`src/rtl/lea_ks_pkg.sv`:
```
package lea_ks_pkg;

  localparam int WORD_W    = 32;
  localparam int NUM_WORDS = 6;
  localparam int KEY_W     = WORD_W * NUM_WORDS;
  localparam int NUM_CONST = 6;

  typedef logic [WORD_W-1:0] word_t;

  // Round constants, selected by round number modulo NUM_CONST
  localparam word_t KS_CONST [NUM_CONST] = '{
    32'hc3efe9db, 32'h44626b02, 32'h79e27c8a,
    32'h78df30ec, 32'h715ea49e, 32'hc785da0a
  };

  // Final per-word left rotation
  localparam int KS_ROT [NUM_WORDS] = '{1, 3, 6, 11, 13, 17};

  function automatic word_t rotl(input word_t x, input int unsigned s);
    logic [2*WORD_W-1:0] dbl;
    dbl = {x, x} << (s % WORD_W);
    return dbl[2*WORD_W-1:WORD_W];
  endfunction

endpackage

```
`src/rtl/lea_ks_word.sv`:
```
module lea_ks_word
  import lea_ks_pkg::*;
#(
  parameter int WORD_POS = 0,
  parameter int ROT_AMT  = 1,
  parameter int IDX_W    = 5
) (
  input  logic [WORD_W-1:0] src_i,
  input  logic [WORD_W-1:0] const_i,
  input  logic [IDX_W-1:0]  ridx_i,
  output logic [WORD_W-1:0] word_o
);

  int unsigned  pre_amt;
  logic [WORD_W-1:0] pre_c;
  logic [WORD_W-1:0] sum;

  always_comb begin
    pre_amt = (int'(ridx_i) + WORD_POS) % WORD_W;
    pre_c   = rotl(const_i, pre_amt);
    sum     = src_i + pre_c;
    word_o  = rotl(sum, ROT_AMT);
  end

endmodule

```
`src/rtl/lea_ks_ctrl.sv`:
```
module lea_ks_ctrl
  import lea_ks_pkg::*;
#(
  parameter int NUM_ROUNDS = 28,
  localparam int IDX_W     = $clog2(NUM_ROUNDS),
  localparam int SEL_W     = $clog2(NUM_CONST)
) (
  input  logic             clk,
  input  logic             rst_n,
  input  logic             start_i,
  input  logic             ready_i,
  output logic             valid_o,
  output logic [IDX_W-1:0] idx_o,
  output logic             load_o,
  output logic [IDX_W-1:0] nxt_idx_o,
  output logic [SEL_W-1:0] nxt_sel_o,
  output logic             done_o
);

  localparam logic [IDX_W-1:0] LAST_IDX = IDX_W'(NUM_ROUNDS - 1);
  localparam logic [SEL_W-1:0] LAST_SEL = SEL_W'(NUM_CONST - 1);

  logic             valid_q;
  logic [IDX_W-1:0] idx_q;
  logic [SEL_W-1:0] sel_q;
  logic             done_q;
  logic             take_start;
  logic             take_step;
  logic             take_last;

  always_comb begin
    take_start = start_i && !valid_q;
    take_step  = valid_q && ready_i && (idx_q != LAST_IDX);
    take_last  = valid_q && ready_i && (idx_q == LAST_IDX);
    load_o     = take_start || take_step;
    nxt_idx_o  = valid_q ? idx_q + 1'b1 : '0;
    if (!valid_q)               nxt_sel_o = '0;
    else if (sel_q == LAST_SEL) nxt_sel_o = '0;
    else                        nxt_sel_o = sel_q + 1'b1;
  end

  always_ff @(posedge clk or negedge rst_n) begin
    if (!rst_n) begin
      valid_q <= 1'b0;
      idx_q   <= '0;
      sel_q   <= '0;
      done_q  <= 1'b0;
    end else begin
      done_q <= take_last;
      if (take_start)     valid_q <= 1'b1;
      else if (take_last) valid_q <= 1'b0;
      if (load_o) begin
        idx_q <= nxt_idx_o;
        sel_q <= nxt_sel_o;
      end
    end
  end

  assign valid_o = valid_q;
  assign idx_o   = idx_q;
  assign done_o  = done_q;

endmodule

```
`src/rtl/lea_ks_gen.sv`:
```
module lea_ks_gen
  import lea_ks_pkg::*;
#(
  parameter int NUM_ROUNDS = 28,
  localparam int IDX_W     = $clog2(NUM_ROUNDS),
  localparam int SEL_W     = $clog2(NUM_CONST)
) (
  input  logic             clk,
  input  logic             rst_n,
  input  logic             start_i,
  input  logic [KEY_W-1:0] mkey_i,
  input  logic             rk_ready_i,
  output logic             rk_valid_o,
  output logic [KEY_W-1:0] rk_data_o,
  output logic [IDX_W-1:0] rk_idx_o,
  output logic             done_o
);

  logic             load;
  logic [IDX_W-1:0] nxt_idx;
  logic [SEL_W-1:0] nxt_sel;
  logic [KEY_W-1:0] key_q;
  logic [KEY_W-1:0] key_src;
  logic [KEY_W-1:0] key_nxt;
  logic [WORD_W-1:0] cur_const;

  lea_ks_ctrl #(.NUM_ROUNDS(NUM_ROUNDS)) i_ctrl (
    .clk       (clk),
    .rst_n     (rst_n),
    .start_i   (start_i),
    .ready_i   (rk_ready_i),
    .valid_o   (rk_valid_o),
    .idx_o     (rk_idx_o),
    .load_o    (load),
    .nxt_idx_o (nxt_idx),
    .nxt_sel_o (nxt_sel),
    .done_o    (done_o)
  );

  // Source is the master key for round 0, otherwise the held round key
  assign key_src   = rk_valid_o ? key_q : mkey_i;
  assign cur_const = KS_CONST[nxt_sel];

  for (genvar k = 0; k < NUM_WORDS; k++) begin : g_word
    lea_ks_word #(
      .WORD_POS (k),
      .ROT_AMT  (KS_ROT[k]),
      .IDX_W    (IDX_W)
    ) i_word (
      .src_i   (key_src[k*WORD_W +: WORD_W]),
      .const_i (cur_const),
      .ridx_i  (nxt_idx),
      .word_o  (key_nxt[k*WORD_W +: WORD_W])
    );
  end

  always_ff @(posedge clk or negedge rst_n) begin
    if (!rst_n)    key_q <= '0;
    else if (load) key_q <= key_nxt;
  end

  assign rk_data_o = key_q;

endmodule

```
`config.mk`:
```
export PLATFORM = sky130hd
export DESIGN_NAME = lea_ks_gen
export DESIGN_NICKNAME = d
export VERILOG_FILES = /design/src/rtl/lea_ks_pkg.sv /design/src/rtl/lea_ks_word.sv /design/src/rtl/lea_ks_ctrl.sv /design/src/rtl/lea_ks_gen.sv
export SDC_FILE = /design/constraint.sdc
export NUM_CORES = 1
export LEC_CHECK = 0
export ABC_AREA = 1
export BUFFER_PORTS_ARGS = -buffer_cell sky130_fd_sc_hd__buf_2
export CELL_PAD_IN_SITES_DETAIL_PLACEMENT = 0
export CELL_PAD_IN_SITES_GLOBAL_PLACEMENT = 2
export CORE_MARGIN = 1.5
export CORE_UTILIZATION = 31
export DETAILED_ROUTE_END_ITERATION = 8
export MAX_ROUTING_LAYER = met4
export PLACE_DENSITY_LB_ADDON = 0.1
export SLEW_MARGIN = 10
export SYNTH_ARGS = -nofsm -noshare
export SYNTH_HDL_FRONTEND = slang
export SYNTH_SLANG_ARGS = --single-unit
```
`constraint.sdc`:
```
create_clock -name clk -period 6.05 [get_ports clk]
set_input_delay 1.21 -clock clk [delete_from_list [all_inputs] [get_ports clk]]
set_output_delay 1.21 -clock clk [all_outputs]
set_load 0.02 [all_outputs]
```
==> run summary <==
Status -> completed
Syn nets -> 5101
Syn Area/Cell -> 5.775 µm²
Crit path DAT -> 5.84 ns
Commonest non-fill, non-tap cell in the layout -> nand2_1
Post-synth top flop -> dfrtp_1
FMAX -> 185.1 MHz
Post-CTS Setup Inserts -> 0
Clk_lat worst skew -> 0.57 ns
Global route total overflow -> 0
Yosys warnings -> 0
Initial antenna violation count -> 1
Post-synthesis compound-gate area fraction -> 22.24%
CP endpoint -> rk_data_o[22]$_DFFE_PN0P_
Critical R2R Launch -> i_ctrl.sel_q[0]$_DFFE_PN0P_
Relative slew slack -> 38.08%
Final setup fails -> 0
GRT Total Usage -> 27.81%
Initial Utilization -> 31.28%
Worst Path Required -> 6.49 ns
Global-route wire length before repair -> 185.7 mm
IO Port Bufs -> 394
DRT Wirelength -> 124.4 mm
Hold buffers post-CTS -> 0
DR vias -> 31510
Pins Over Slew Limit -> 0
Reg2reg path depth -> 28
Die height -> 298.9 µm
Vias in the first global route -> 30090
CTS H-tree depth -> 2
Nets -> 5382
Routability cong. -> 0.9566
Commonest cells after routing, fill and taps aside -> nand2_1, o21ai_0, buf_2
Cts bufs inserted -> 34
Slew @ Worst Pin -> 0.9190 ns
Full die area -> 0.08931 mm²
CP Launch Type -> flop
Antenna-violating nets left -> 0
Most frequent CP cell -> nand2_1
CTS Buffer Depth -> 3
CTS tree -> built
Via density -> 5.117
Highest fanout seen on the critical path -> 6
Share of flip-flops with an asynchronous set or reset -> 100.0%
Hpwl dp -> 103.2 mm
Layout Area Growth over Synthesis -> 15.63%
Synth Area in Adders -> 9.665%
Cts repair resizes -> 0
Initial DRC Count -> 2453
Number of flops mapped to enable cells by yosys -> 0
Post-synth cell types -> 47
Final Hold Vio Count -> 0
Num ports -> 395
Max Cap Violations -> 0
Slowest cell on the critical path -> dfrtp_1
Drt drc -> 0
Synth Area in Simple Gates -> 37.92%
Root Buffer -> clkbuf_16
Clock sink total -> 202
Post-Synth XOR/XNOR Area -> 3.703%
Largest net degree at the start of global routing -> 159
Post-Synthesis Cells -> 4699
Synthesized cell area -> 0.02713 mm²
Clk pin slew, worst setup/hold paths -> 0.05 ns
Core area -> 0.08675 mm²
Setup CP Type -> reg2reg
Seq/Total Area, Yosys -> 18.63%
Layout cells sized above 1 -> 12.89%
Diodes inserted -> 0
Worst clock skew -> 0.01986 ns
Max stage delay on crit path -> 0.55 ns
Setup TNS -> 0 ns
Unrepaired setup endpoints after global routing -> false
Worst R2R End -> rk_data_o[22]$_DFFE_PN0P_
Hold crit path type -> reg2reg
WL per Instance -> 20.21 µm
Flop-to-flop setup slack -> 0.65 ns
Critical Path Source -> i_ctrl.sel_q[0]$_DFFE_PN0P_
Final worst path period share -> 89.28%
Die W -> 298.9 µm
Largest family of logic cells by synthesized area -> simple AND/OR/NAND/NOR gates
Site Rows -> 108
#FFs+latches synth -> 202
DR pass1 iterations -> 5
Fin crit period -> 5.401 ns
Post-synthesis mux area share -> 0.1107%
Critical path endpoint category -> flop
## worst max-delay path, delay by kind of cell, from the launching register on
kind            cells  cell delay [ns]
fa+ha+maj           2             0.50
compound gates      9             2.52
simple gates       15             1.44
flops               1             0.55
buf+inv             2             0.26
## registers in the layout, summed over array words and instances, names as in the netlist
signal,flops
i_ctrl.idx_o,5
i_ctrl.done_o,1
rk_data_o,192
i_ctrl.sel_q,3
i_ctrl.valid_o,1
## logic make-up (layout without fill, tap and decap cells)
| kind of cell | after synthesis | after routing |
|---|---|---|
| simple gates | 2502 | 2502 |
| flops | 202 | 202 |
| compound gates | 1133 | 1133 |
| xor+xnor | 107 | 107 |
| mux | 3 | 3 |
| fa+ha+maj | 206 | 206 |
| buf+inv | 546 | 849 |
## metrics by stage
| stage | worst slack, ns | std cells | hold WS, ns | util (%) | cell area [µm²] |
|---|---|---|---|---|---|
| after global routing | 0.1517 | 6157 | 0.5309 | 36.17 | 31380 |
| after floorplan | 0.9511 | 4699 | 0.5526 | - | 27130 |
| after CTS | 0.6776 | 6157 | 0.5046 | 36.17 | 31380 |
| after detailed placement | 0.6990 | 6099 | 0.4913 | 34.89 | 30270 |
| after global placement | 0.6925 | 6099 | 0.4861 | 34.89 | 30270 |
| final | 0.6487 | 6157 | 0.5009 | 36.17 | 31380 |
## worst min path at each step
stage	from	end	cells after the start
2_1_floorplan	i_ctrl.sel_q[2]$_DFFE_PN0P_	i_ctrl.sel_q[2]$_DFFE_PN0P_	2
3_3_place_gp	rk_data_o[33]$_DFFE_PN0P_	rk_data_o[33]$_DFFE_PN0P_	2
3_5_place_dp	rk_data_o[86]$_DFFE_PN0P_	rk_data_o[86]$_DFFE_PN0P_	2
4_1_cts	rk_data_o[33]$_DFFE_PN0P_	rk_data_o[33]$_DFFE_PN0P_	2
5_1_grt	rk_data_o[124]$_DFFE_PN0P_	rk_data_o[124]$_DFFE_PN0P_	2
6_report	rk_data_o[18]$_DFFE_PN0P_	rk_data_o[18]$_DFFE_PN0P_	2
## routing by layer
| layer | track usage [%] | vias to the layer above | part of all wire [%] |
|---|---|---|---|
| li1 | - | 16120 | - |
| met1 | 36.75 | 14560 | 47 |
| met2 | 46.46 | 739 | 48 |
| met3 | 2.326 | 91 | 3.8 |
| met4 | 5.279 | 0 | 1.8 |
| met5 | - | - | 0 |
## cell type report
| type | instances | area [µm²] |
|---|---|---|
| clock buffers | 49 | 998.5 |
| clock inverters | 9 | 106.4 |
| fillers | 9956 | 55380 |
| inverters | 344 | 1304 |
| multi-input cells | 3951 | 20030 |
| flip-flops and latches | 202 | 5059 |
| well taps | 1155 | 1445 |
| repair buffers | 447 | 2430 |
## synth_stat cells (49+ instances only)
cell type | count | share of area [%]
a21oi_1 | 230 | 4.2
a31oi_1 | 74 | 1.7
clkbuf_1 | 151 | 2.1
dfrtp_1 | 202 | 19
ha_1 | 200 | 9.2
inv_1 | 334 | 4.6
nand2_1 | 1802 | 25
nand3_1 | 266 | 4.9
nor2_1 | 234 | 3.2
o21ai_0 | 702 | 13
or2_2 | 56 | 1.3
xnor2_1 | 49 | 1.6
xor2_1 | 52 | 1.7
Power is left out: the tool's default activity adds up to more than one toggle a clock period on the data nets, which glitch-free logic cannot reach.
